## config.mk

```make
export PLATFORM = sky130hd
export DESIGN_NAME = acc_seq
export DESIGN_NICKNAME = d
export VERILOG_FILES = /design/src/rtl/acc_seq.sv
export SDC_FILE = /design/constraint.sdc
export NUM_CORES = 1
export LEC_CHECK = 0
export CAP_MARGIN = 10
export CORE_MARGIN = 1.5
export CORE_UTILIZATION = 50
export CTS_CLUSTER_SIZE = 24
export DETAILED_ROUTE_END_ITERATION = 10
export DONT_BUFFER_PORTS = 1
export GPL_ROUTABILITY_DRIVEN = 0
export HOLD_SLACK_MARGIN = 0.12
export RECOVER_POWER = 100
export SLEW_MARGIN = 10
export SYNTH_ARGS = -nofsm -noshare
export SYNTH_HDL_FRONTEND = slang
export SYNTH_SLANG_ARGS = --single-unit
```

## constraint.sdc

```tcl
create_clock -name clk -period 5 [get_ports clk]
set_input_delay 1.25 -clock clk [delete_from_list [all_inputs] [get_ports clk]]
set_output_delay 1.25 -clock clk [all_outputs]
set_load 0.02 [all_outputs]
```

## src/rtl/acc_seq.sv

```systemverilog
module acc_seq #(
  parameter int DW = 16,
  parameter int AW = 12,
  parameter logic [AW-1:0] HANDLER = 'h100
) (
  input  logic          clk,
  input  logic          rst_n,
  output logic [AW-1:0] mem_addr,
  output logic          mem_we,
  output logic [DW-1:0] mem_wdata,
  input  logic [DW-1:0] mem_rdata,
  input  logic          irq,
  output logic          irq_ack,
  output logic [AW-1:0] dbg_pc,
  output logic [DW-1:0] dbg_ir,
  output logic [DW-1:0] dbg_acc
);
  localparam int OPW = DW - AW;
  localparam logic [OPW-1:0] OP_LOAD = OPW'(1);
  localparam logic [OPW-1:0] OP_STORE = OPW'(2);
  localparam logic [OPW-1:0] OP_ADD = OPW'(5);
  localparam logic [OPW-1:0] OP_JUMP = OPW'(8);
  localparam logic [OPW-1:0] OP_RET = OPW'(9);

  typedef enum logic [3:0] {
    S_NXT, S_FET, S_FWT, S_DEC, S_OPA, S_OPF, S_OPW, S_EXE, S_STO, S_CHK
  } phase_t;

  phase_t          state;
  logic [AW-1:0]   pc, mar, saved;
  logic [DW-1:0]   ir, mbr, acc;
  logic            ien;
  logic [OPW-1:0]  opc;
  logic [AW-1:0]   opnd;
  logic            take_irq;

  assign opc       = ir[DW-1:AW];
  assign opnd      = ir[AW-1:0];
  assign take_irq  = (state == S_CHK) && irq && ien;
  assign mem_addr  = mar;
  assign mem_wdata = mbr;
  assign mem_we    = (state == S_STO);
  assign irq_ack   = take_irq;
  assign dbg_pc    = pc;
  assign dbg_ir    = ir;
  assign dbg_acc   = acc;

  always_ff @(posedge clk) begin
    if (!rst_n) begin
      state <= S_NXT;
      pc    <= '0;
      mar   <= '0;
      saved <= '0;
      ir    <= '0;
      mbr   <= '0;
      acc   <= '0;
      ien   <= 1'b1;
    end else begin
      case (state)
        S_NXT: begin
          mar   <= pc;
          state <= S_FET;
        end
        S_FET: state <= S_FWT;
        S_FWT: begin
          ir    <= mem_rdata;
          mbr   <= mem_rdata;
          pc    <= pc + AW'(1);
          state <= S_DEC;
        end
        S_DEC: begin
          case (opc)
            OP_LOAD, OP_ADD, OP_STORE: state <= S_OPA;
            OP_JUMP: begin
              pc    <= opnd;
              state <= S_CHK;
            end
            OP_RET: begin
              pc    <= saved;
              ien   <= 1'b1;
              state <= S_CHK;
            end
            default: state <= S_CHK;
          endcase
        end
        S_OPA: begin
          mar <= opnd;
          if (opc == OP_STORE) begin
            mbr   <= acc;
            state <= S_STO;
          end else begin
            state <= S_OPF;
          end
        end
        S_OPF: state <= S_OPW;
        S_OPW: begin
          mbr   <= mem_rdata;
          state <= S_EXE;
        end
        S_EXE: begin
          if (opc == OP_LOAD) acc <= mbr;
          else acc <= acc + mbr;
          state <= S_CHK;
        end
        S_STO: state <= S_CHK;
        S_CHK: begin
          if (take_irq) begin
            saved <= pc;
            pc    <= HANDLER;
            ien   <= 1'b0;
          end
          state <= S_NXT;
        end
        default: state <= S_NXT;
      endcase
    end
  end

  p_pc_step_r2: assert property (@(posedge clk) disable iff (!rst_n)
    (state == S_FWT) |=> (pc == $past(pc) + AW'(1)));
  p_load_r3: assert property (@(posedge clk) disable iff (!rst_n)
    (state == S_EXE && opc == OP_LOAD) |=> (acc == $past(mbr)));
  p_write_once_r5: assert property (@(posedge clk) disable iff (!rst_n)
    mem_we |=> !mem_we);
  p_write_acc_r5: assert property (@(posedge clk) disable iff (!rst_n)
    mem_we |-> (mem_wdata == acc));
  p_jump_r6: assert property (@(posedge clk) disable iff (!rst_n)
    (state == S_DEC && opc == OP_JUMP) |=> (pc == $past(opnd)));
  p_ack_pulse_r8: assert property (@(posedge clk) disable iff (!rst_n)
    irq_ack |=> !irq_ack);
  p_vector_r8: assert property (@(posedge clk) disable iff (!rst_n)
    irq_ack |=> (pc == HANDLER && saved == $past(pc)));
  p_mask_r9: assert property (@(posedge clk) disable iff (!rst_n)
    irq_ack |=> !ien);
  p_return_r10: assert property (@(posedge clk) disable iff (!rst_n)
    (state == S_DEC && opc == OP_RET) |=> (ien && pc == $past(saved)));
endmodule

```

## After elaboration in Yosys (flattened, before gate mapping)

Cells that the tools add are included.

| storage, ports and cells | value |
|---|---|
| register bits after elaboration | 89 |
| output and inout bits | 74 |
| word-level logic and storage cells | 55 |

| cells by class | value |
|---|---|
| add/sub/neg operators | 2 |
| equal/unequal tests | 18 |
| multiplexer cells | 13 |
| reduce and logical (&&, ||, !) cells | 14 |

Operators with widths:

| kind | count |
|---|---|
| 12-bit one-hot mux with 2 select lines | 2 |
| 12-bit one-hot mux with 3 select lines | 1 |
| 16-bit 2-to-1 mux | 2 |
| 16-bit one-hot mux with 2 select lines | 1 |
| 4-bit one-hot mux with 8 select lines | 1 |
| 4-bit by 3-bit == test with 1-bit output (second input constant) | 5 |
| 16-bit adder | 1 |
| 4-bit == test (second input constant) | 4 |
| 12-bit by 1-bit adder with 12-bit output (second input constant) | 1 |
| 4-bit by 2-bit == test with 1-bit output (second input constant) | 3 |
| 12-bit 2-to-1 mux | 1 |
| 4-bit by 1-bit == test with 1-bit output (second input constant) | 2 |
| 4-bit 2-to-1 mux | 2 |
| 3-bit AND reduction | 2 |
| 2-bit nonzero test | 3 |
| 4-bit logical NOT | 1 |
| 2-bit inequality test (second input constant) | 2 |
| 2-bit AND reduction | 2 |
| 2-bit OR reduction | 2 |
| 3-bit by 1-bit inequality test with 1-bit output (second input constant) | 1 |
| 3-bit nonzero test | 1 |
| 3-bit OR reduction | 1 |
| 1-bit logical AND | 2 |
| 1-bit 2-to-1 mux | 2 |
| other kinds (2) | 2 |

## Depth between registers and ports, before layout

Gate-level depths: netlist of run 1.

| depth | value |
|---|---|
| depth after elaboration | 5 |
| mapped depth | 8 |

## Worst setup path before layout of run 1

No wires, ideal clock.

| timing | value |
|---|---|
| kind | input to output |
| from | in irq |
| to | out irq_ack |
| arrival | 1851 ps |
| required time | 3750 ps |
| path slack | 1899 ps |
| stages on the path | 3 |
| path buffers | 1 |
| cell sequence | nand2_1 -> nor3_2 -> buf_4 |

| between the ends | value |
|---|---|
| longest elaborated chain between the ends | 2 |

Ends and longest elaborated chain:

| what | line | text |
|---|---|---|
| from (decl) | 12 | `input logic irq,` |
| 1-bit logical AND (2 in series) | 39 | `assign take_irq = (state == S_CHK) && irq && ien;` |
| to (decl) | 13 | `output logic irq_ack,` |

No other way between the ends.

## Worst setup path after layout of run 1

| timing | value |
|---|---|
| from | reg state[2] |
| to | out irq_ack |

| between the ends | value |
|---|---|
| longest elaborated chain between the ends | 3 |

Ends and longest elaborated chain:

| what | line | text |
|---|---|---|
| from (decl) | 29 | `phase_t state;` |
| from (signal assigned) | 50 | `state <= S_NXT;` |
| from (signal assigned) | 62 | `state <= S_FET;` |
| from (signal assigned) | 64 | `S_FET: state <= S_FWT;` |
| 4-bit == test | 39 |  |
| 1-bit logical AND (2 in series) | 39 |  |

No other way between the ends.

==> results of run 1 <==
==> registers in the layout, summed over array words and instances (netlist names) <==
signal     cells
ien            1
saved         12
mem_addr      12
dbg_acc       16
state          4
mem_wdata     16
dbg_ir        16
dbg_pc        12
==> final cells by class <==
class                   instances  share of cell area
flip-flops and latches         89              0.3497
inverters                       6            0.004420
repair buffers                  6            0.006631
multi-input cells             452              0.5683
well taps                     133             0.03266
clock inverters                 7             0.01400
clock buffers                   9             0.02431
==> layout by cell type (no fill, tap or decap), types with 3 or more instances in the layout <==
cell	n
ha_1	16
dfxtp_1	89
nand3_1	10
nand4_1	3
nand2b_1	11
xnor2_1	9
clkinvlp_4	3
a31oi_1	5
xor2_1	3
o2bb2ai_1	3
a21oi_1	48
nor3_1	3
or3_1	4
inv_1	6
a211oi_1	31
o32ai_1	3
mux2_2	3
and3_1	10
clkbuf_8	9
a22oi_1	6
o21ai_1	3
a21o_1	8
a311oi_1	7
nor3_2	3
nor2_1	75
buf_4	3
nand2_1	70
o211ai_1	3
clkbuf_1	3
mux2i_1	53
o21ai_0	27
nor3b_1	3
==> per-layer routing <==
layer  up-vias  track usage  wire length (um)
li1       2080            -                 -
met5         -            0                 0
met4         0      0.09378               264
met2       131       0.3642              5548
met1      1997       0.3483              6060
met3        22      0.05335               990
==> cells by family (layout without fill, tap and decap cells) <==
family | Yosys count | in the layout | synth area share
AND/OR/NAND/NOR | 202 | 202 | 0.1882
AO/OA/AOI/OAI | 165 | 165 | 0.2230
flip-flops | 89 | 89 | 0.3622
multiplexers | 56 | 56 | 0.1147
buffers and inverters | 46 | 28 | 0.04578
adder cells (fa/ha/maj) | 17 | 17 | 0.04476
XOR/XNOR | 12 | 12 | 0.02137
==> power by group <==
group / internal [mW] / total [mW] / switching [mW]
registers: 0.760 / 0.889 / 0.129
clock network: 0.230 / 0.501 / 0.271
logic: 0.0990 / 0.256 / 0.157
==> path summary, 6_finish.rpt <==
check,start,to,cells after the start
max,state[2]$_SDFF_PN0_,irq_ack,3
max reg2reg,mem_wdata[0]$_SDFFE_PN0P_,dbg_acc[12]$_SDFFE_PN0P_,8
min,saved[8]$_SDFFE_PN0P_,saved[8]$_SDFFE_PN0P_,2
min reg2reg,saved[8]$_SDFFE_PN0P_,saved[8]$_SDFFE_PN0P_,2
==> worst max-delay path, stage by stage, from the launching register on <==
cell      delay (ns)
dfxtp_1         0.70
nand2b_1        0.41
nor3_2          0.18
clkbuf_1        0.89
==> per-stage QoR <==
stage | total power, mW | hold WS (ns) | instance area (um2) | utilization | std cells
CTS | 1.657 | 0.5085 | 5124 | 0.5315 | 702
global route | 1.734 | 0.5320 | 5095 | 0.5286 | 702
finish | 1.646 | 0.5012 | 5095 | 0.5286 | 702
global placement | 1.155 | 0.4745 | 4928 | 0.5113 | 686
detailed placement | 1.163 | 0.4837 | 4928 | 0.5113 | 686
floorplan | 1.102 | 0.4601 | 4920 | - | 587
==> flow_metrics.py, run 1 <==
metrics = {
    "sta": {
        "tns_ns": 0,
        "rsz0062_at_grt": "false",
        "fmax_ghz": 0.2637,
        "hold_violations": 0,
        "tightest_slew_ns": 2.378,
        "drv_slew": 54,
        "finalClockSkew_ns": 0.01154,
        "setup_violations": 0,
        "slew_headroom": -0.5852,
        "min_period_ns": 3.793,
        "worst_slack_ns": 1.207,
        "fin_crit_sh": 0.7585,
    },
    "placement": {
        "preCtsSetupSlack_ns": 2.031,
        "dp_hpwl_um": 8869,
        "portBuffers": 0,
    },
    "layout": {
        "filler_cell_count": 1004,
        "fin_nets": 600,
        "multi_input_area_um2": 2895,
        "register_area_um2": 1782,
        "diodes": 0,
        "drive_gt1_frac": 0.05624,
        "areaGrowthSynthToFinish_pct": 3.561,
    },
    "cts": {
        "insertion_delay_ns": 0.36,
        "clkTransAtPathRegs_ns": 0.09,
        "cts_buffers": 9,
        "ctsResizeCount": 0,
        "cts.sinks": 89,
        "cts_max_path_buffers": 2,
        "cts_root_buf": "clkbuf_8",
        "htreeDepth": 3,
        "cts_tree": "built",
        "post_cts_buffers": 0,
        "cts_hold_buf": 0,
    },
    "power_and_ir_drop": {
        "p_per_area_nw_per_um2": 323.1,
        "leakagePower_nw": 1.891,
        "peakVddDrop_mv": 0.1573,
    },
    "synth": {
        "ys_warn_count": 0,
        "synth.largest_area_cell": "dfxtp_1",
        "syn_nets": 623,
        "ys_top_cells_by_count": "89 x dfxtp_1, 74 x nor2_1, 70 x nand2_1, 53 x mux2i_1, 47 x a21oi_1",
        "synth.distinct_cells": 60,
        "syn-mean-instance-area_um2": 8.381,
        "ys_top_cells_by_area": "dfxtp_1 36%, mux2i_1 11%, nor2_1 5.6%",
        "synthesis.instances": 587,
        "netlist.area_leader.share": 0.3622,
        "synth_seq_area_share": 0.3622,
        "ys_ff_latch": 89,
        "syn_area_um2": 4920,
        "synthArstFlopShare": 0,
        "synth.most_common_cell": "dfxtp_1",
        "synth_edf_count": 0,
        "ys.flop_type": "dfxtp_1",
    },
    "global_routing": {
        "grt_use_total": 0.2457,
        "grt_overflow": 0,
        "grt_antenna_before_repair": 0,
        "grt_max_degree": 54,
        "grt_pass1_vias": 3780,
        "grt_pass1_wl_um": 20080,
    },
    "die": {
        "fp.dieArea_um2": 10440,
        "num_io_pins": 93,
        "rows": 36,
        "initial_core_util": 0.5104,
        "die_y_um": 102.2,
        "core_region_area_um2": 9639,
        "die_width_um": 102.2,
    },
    "drt": {
        "ant_nets": 0,
        "drtIter0Drc": 189,
        "drt_pre_antenna_iters": 4,
        "via_count": 4230,
        "wl_per_cell_um": 18.32,
        "drc": 0,
        "viasPerCell": 6.026,
        "drt-total-wl_um": 12860,
    },
    "run": {
        "maxCapViolCount": 1,
    },
    "setup_path": {
        "crit_type": "reg2out",
        "startpoint_type": "flop",
        "worstPathArrival_ns": 2.54,
        "critical_path.max_fanout": 25,
        "cp_data_required_time_ns": 3.75,
        "rrSetupSlack_ns": 2.13,
        "cp-end-kind": "output port",
    },
    "run_status": {
        "status": "finished with violations",
        "violations": "max-capacitance violations, max-slew violations",
    },
    "min_path": {
        "hp-class": "reg2reg",
    },
}
No activity file was read; power rests on OpenSTA's default activity.
==> run 2, diff against run 1 <==
--- a/config.mk
+++ b/config.mk
@@ -5,6 +5,7 @@
 export SDC_FILE = /design/constraint.sdc
 export NUM_CORES = 1
 export LEC_CHECK = 0
+export ABC_AREA = 1
 export CAP_MARGIN = 10
 export CORE_MARGIN = 1.5
 export CORE_UTILIZATION = 50
@@ -13,6 +14,7 @@
 export DONT_BUFFER_PORTS = 1
 export GPL_ROUTABILITY_DRIVEN = 0
 export HOLD_SLACK_MARGIN = 0.12
+export PLACE_DENSITY = 0.68
 export RECOVER_POWER = 100
 export SLEW_MARGIN = 10
 export SYNTH_ARGS = -nofsm -noshare
==> constraint.sdc (replaced) <==
create_clock -name clk -period 3.36 [get_ports clk]
set_input_delay 0.84 -clock clk [delete_from_list [all_inputs] [get_ports clk]]
set_output_delay 0.84 -clock clk [all_outputs]
set_load 0.02 [all_outputs]
==> run 2 against run 1 <==
  * The flow now finishes without violations
  * Hold slack worse by 0.043 ns
  * Via count up 12%
  * Count of clock-buffer cells in the layout unchanged
  * Total power up 64%
  * Register-to-register slack got worse by 1.5 ns
  * Setup slack worse by 0.68 ns
  * Sequential share of layout area decreased by 0.63 points
  * Area after synthesis rose by 0.56%
  * Synthesized cell count increased by 28%
  * Clock skew about the same
  * Largest cell class unchanged
  * Largest power group unchanged
  * Highest routed layer unchanged
==> flow_metrics.py, run 2 <==
metrics = {
    "layout": {
        "final_area_um2": 5189,
        "final_cell_mix": "175 x nand2_1, 96 x inv_1, 89 x dfxtp_1",
        "diodes": 0,
        "filler_cell_count": 1009,
        "drive_gt1_frac": 0.03644,
        "fin_nets": 772,
        "multi_input_area_um2": 2639,
        "final_util": 0.5358,
        "register_area_um2": 1782,
        "areaGrowthSynthToFinish_pct": 4.881,
        "final_common_cell": "nand2_1",
    },
    "sta": {
        "drv_slew": 0,
        "rsz0062_at_grt": "false",
        "fin_crit_sh": 0.8428,
        "slew_headroom": 0.3265,
        "fmax_ghz": 0.3531,
        "holdWs_ns": 0.4579,
        "min_period_ns": 2.832,
        "finalClockSkew_ns": 0.01136,
        "setup_violations": 0,
        "tns_ns": 0,
        "tightest_slew_ns": 1.010,
        "hold_violations": 0,
    },
    "setup_path": {
        "r2r_start": "state[0]$_SDFF_PN0_",
        "cp_data_required_time_ns": 2.52,
        "cp-end-kind": "output port",
        "critical_path.max_fanout": 11,
        "crit_type": "reg2out",
        "worstPathArrival_ns": 1.99,
        "startpoint_type": "flop",
        "critPathLaunch": "state[0]$_SDFF_PN0_",
    },
    "cts": {
        "cts.sinks": 89,
        "cts_tree": "built",
        "cts_buffers": 9,
        "htreeDepth": 3,
        "ctsResizeCount": 0,
        "cts_root_buf": "clkbuf_8",
        "post_cts_buffers": 0,
        "insertion_delay_ns": 0.37,
        "cts_hold_buf": 0,
        "cts_max_path_buffers": 2,
        "clkTransAtPathRegs_ns": 0.08,
    },
    "synth": {
        "ys_top_cells_by_area": "dfxtp_1 36%, nand2_1 13%, o21ai_0 8.1%",
        "synth_edf_count": 0,
        "synth.largest_area_cell": "dfxtp_1",
        "synth-simple-area-share": 0.2587,
        "ys_ff_latch": 89,
        "netlist.area_leader.share": 0.3601,
        "syn_nets": 789,
        "ys.flop_type": "dfxtp_1",
        "synth.area.mux_share": 0,
        "synth.most_common_cell": "nand2_1",
        "syn-mean-instance-area_um2": 6.570,
        "synthAdderAreaFrac": 0.04451,
        "synth_top_family_by_area": "simple AND/OR/NAND/NOR gates",
        "yosys.area_share.xor_xnor": 0.01770,
        "synth.distinct_cells": 32,
        "synth_compound_area_frac": 0.2145,
        "ys_warn_count": 0,
        "synthArstFlopShare": 0,
        "ys_top_cells_by_count": "175 x nand2_1, 92 x inv_1, 89 x dfxtp_1, 80 x o21ai_0, 68 x nor2_1",
        "synth_seq_area_share": 0.3601,
        "syn_area_um2": 4947,
        "synthesis.instances": 753,
    },
    "global_routing": {
        "grt_overflow": 0,
        "grt_antenna_before_repair": 0,
        "grt_use_total": 0.2651,
        "grt_max_degree": 67,
        "grt_pass1_wl_um": 21670,
        "grt_pass1_vias": 4498,
    },
    "power_and_ir_drop": {
        "peakVddDrop_mv": 0.3200,
        "leakagePower_nw": 2.293,
        "design_power_total_mw": 2.697,
        "p_per_area_nw_per_um2": 519.7,
    },
    "run": {
        "maxCapViolCount": 0,
    },
    "min_path": {
        "hold_start": "saved[8]$_SDFFE_PN0P_",
        "hp-class": "reg2reg",
    },
    "drt": {
        "drtIter0Drc": 288,
        "drc": 0,
        "wl_per_cell_um": 15.50,
        "drt-total-wl_um": 13550,
        "viasPerCell": 5.442,
        "via_count": 4756,
        "drt_pre_antenna_iters": 5,
        "ant_nets": 0,
    },
    "die": {
        "initial_core_util": 0.5109,
        "num_io_pins": 93,
        "fp.dieArea_um2": 10500,
        "rows": 36,
        "core_region_area_um2": 9684,
        "die_width_um": 102.5,
        "die_y_um": 102.5,
    },
    "run_status": {
        "status": "finished clean",
    },
    "placement": {
        "dp_hpwl_um": 9926,
        "portBuffers": 0,
        "placed_cell_area_um2": 5017,
    },
}
run 2: worst max-delay path, cell delays in order (launching register included):
cell and delay [ns]:
dfxtp_1 0.40, inv_1 0.10, nor2_1 0.13, nand3_1 0.23, nor2_1 0.76
run 2: logic make-up (layout without fill, tap and decap cells):
group                      count (synthesis)  count (layout)
xor gates and xnor gates                  10              10
adders and majority gates                 17              17
AOI/OAI and AO/OA                        193             193
and+or+nand+nor                          311             311
buffers and inverters                    133             121
DFF                                       89              89
run 2: layout make-up:
class | count | share of cell area
clock buffer | 9 | 0.02387
clock inverter | 7 | 0.01374
inverter | 98 | 0.07089
multi-input combinational | 531 | 0.5086
sequential | 89 | 0.3434
tap | 133 | 0.03207
timing repair buffer | 7 | 0.007475
run 2: metrics by stage:
stage,cells,worst slack [ns]
floorplan,753,1.088
global placement,858,1.088
detailed placement,858,1.026
CTS,874,0.9128
global route,874,0.3518
finish,874,0.5281
run 2: layer usage:
metal	vias up	wire (um)	share of wire	global-route usage
li1	2444	-	-	-
met3	14	855	0.063	0.05130
met2	122	6574	0.49	0.4488
met5	-	0	0	0
met1	2176	5879	0.43	0.3326
met4	0	242	0.018	0.1043
run 2: path summary, 6_finish.rpt:
kind	to	cells after the start	slack, ns
worst max-delay path	irq_ack	4	0.53
worst max register to register	dbg_pc[0]$_SDFFE_PN0P_	10	0.61
worst min register to register	saved[8]$_SDFFE_PN0P_	2	0.46
worst min-delay path	saved[8]$_SDFFE_PN0P_	2	0.46
run 2: where the power goes:
part	switching [mW]	internal [mW]	total, mW
combinational	0.352	0.173	0.524
sequential	0.273	1.16	1.44
clock	0.391	0.344	0.735
total	1.02	1.68	2.70
==> run 3, diff against run 2 <==
--- a/config.mk
+++ b/config.mk
@@ -14,7 +14,6 @@
 export DONT_BUFFER_PORTS = 1
 export GPL_ROUTABILITY_DRIVEN = 0
 export HOLD_SLACK_MARGIN = 0.12
-export PLACE_DENSITY = 0.68
 export RECOVER_POWER = 100
 export SLEW_MARGIN = 10
 export SYNTH_ARGS = -nofsm -noshare
==> constraint.sdc (replaced) <==
create_clock -name clk -period 2.77 [get_ports clk]
set_input_delay 0.6925 -clock clk [delete_from_list [all_inputs] [get_ports clk]]
set_output_delay 0.6925 -clock clk [all_outputs]
set_load 0.02 [all_outputs]
==> run 3 against run 2 <==
  * Count of clock-buffer cells in the layout unchanged
  * Die area did not move
  * Clock power grew 40%
  * Global-route usage rose by 1.3 points
  * Via count fell by 1.5%
  * Total power is 27% higher
  * Sequential share of layout area decreased by 0.50 points
  * Sequential power increased by 19%
  * Setup slack got worse by 0.15 ns
  * Largest cell class unchanged
  * Largest power group unchanged
==> flow_metrics.py, run 3 (synthesis results as in run 2) <==
metrics = {
    "cts": {
        "cts_root_buf": "clkbuf_8",
        "cts.sinks": 89,
        "clkTransAtPathRegs_ns": 0.10,
        "cts_tree": "built",
        "htreeDepth": 3,
        "insertion_delay_ns": 0.37,
        "cts_hold_buf": 0,
        "post_cts_buffers": 0,
        "ctsResizeCount": 0,
        "cts_buffers": 9,
        "cts_max_path_buffers": 2,
    },
    "global_routing": {
        "grt_max_degree": 67,
        "grt_antenna_before_repair": 0,
        "grt_use_total": 0.2781,
        "grt_pass1_wl_um": 22550,
        "grt_pass1_vias": 4473,
        "grt_overflow": 0,
    },
    "power_and_ir_drop": {
        "peakVddDrop_mv": 0.3291,
        "leakagePower_nw": 2.325,
        "p_per_area_nw_per_um2": 650.7,
        "design_power_total_mw": 3.426,
    },
    "drt": {
        "ant_nets": 0,
        "wl_per_cell_um": 15.78,
        "drt_pre_antenna_iters": 5,
        "viasPerCell": 5.324,
        "drc": 0,
        "via_count": 4685,
        "drt-total-wl_um": 13880,
        "drtIter0Drc": 232,
    },
    "sta": {
        "slew_headroom": 0.4315,
        "setup_violations": 0,
        "min_period_ns": 2.390,
        "tightest_slew_ns": 0.8506,
        "rsz0062_at_grt": "false",
        "tns_ns": 0,
        "finalClockSkew_ns": 0.01022,
        "fmax_ghz": 0.4185,
        "hold_violations": 0,
        "drv_slew": 0,
        "fin_crit_sh": 0.8627,
    },
    "setup_path": {
        "startpoint_type": "flop",
        "worstPathArrival_ns": 1.70,
        "rrSetupSlack_ns": 0.51,
        "cp-end-kind": "output port",
        "cp_data_required_time_ns": 2.08,
        "critical_path.max_fanout": 5,
        "crit_type": "reg2out",
    },
    "layout": {
        "final_area_um2": 5265,
        "diodes": 0,
        "drive_gt1_frac": 0.04284,
        "final_common_cell": "nand2_1",
        "filler_cell_count": 964,
        "fin_nets": 778,
        "areaGrowthSynthToFinish_pct": 6.424,
        "final_cell_mix": "175 x nand2_1, 97 x inv_1, 89 x dfxtp_1",
    },
    "die": {
        "die_width_um": 102.5,
        "die_y_um": 102.5,
        "rows": 36,
        "fp.dieArea_um2": 10500,
        "num_io_pins": 93,
        "initial_core_util": 0.5109,
        "core_region_area_um2": 9684,
    },
    "placement": {
        "dp_hpwl_um": 9860,
        "portBuffers": 0,
        "placed_cell_area_um2": 5062,
    },
    "min_path": {
        "hp-class": "in2reg",
    },
    "run": {
        "maxCapViolCount": 0,
    },
    "run_status": {
        "status": "finished clean",
    },
}
-- run 3: changes by cell type in the layout (fill, tap and decap cells not counted), sizes merged --
cell,delta
clkinv,-6
clkbuf,-1
buf,+7
clkinvlp,+3
inv,+2
bufinv,+1
-- run 3: per-layer routing --
layer	track usage	share of wire	up-vias
met5	0	0	-
met4	0.1022	0.020	0
met3	0.04651	0.055	15
met2	0.4911	0.50	125
met1	0.3389	0.42	2102
li1	-	-	2443
-- run 3: area by class of cell --
cell class / count / area, um2 / share of cell area
inverter: 98 / 367.9 / 0.06987
tap: 133 / 166.4 / 0.03161
timing repair buffer: 13 / 86.33 / 0.01640
clock buffer: 9 / 123.9 / 0.02353
sequential: 89 / 1782 / 0.3384
clock inverter: 7 / 100.1 / 0.01901
multi-input combinational: 531 / 2639 / 0.5012
-- run 3: worst paths after layout --
kind | start | to | depth (start not counted)
setup / recovery | state[0]$_SDFF_PN0_ | irq_ack | 4
hold / removal | rst_n | ien$_SDFFE_PN1P_ | 1
setup reg to reg | state[3]$_SDFF_PN0_ | mem_wdata[4]$_SDFFE_PN0P_ | 8
hold reg to reg | saved[8]$_SDFFE_PN0P_ | saved[8]$_SDFFE_PN0P_ | 2
-- run 3: report_power, final --
| group | switching, mW | internal (mW) |
|---|---|---|
| logic | 0.445 | 0.224 |
| registers | 0.313 | 1.41 |
| clock network | 0.517 | 0.514 |
| total | 1.28 | 2.15 |
-- run 3: critical path: stages, from the launching register on --
cell and delay (ns):
dfxtp_1 0.40, inv_1 0.10, nor2_2 0.10, nand3_1 0.21, nor2_1 0.52
-- run 3: stage by stage --
stage	instances	setup slack, ns	utilization	hold slack [ns]
floorplan	753	0.7926	-	0.4297
global placement	864	0.7561	0.5227	0.4421
detailed placement	864	0.7207	0.5227	0.4441
CTS	880	0.5981	0.5459	0.3988
global route	880	0.2528	0.5437	0.4047
finish	880	0.3804	0.5437	0.4414
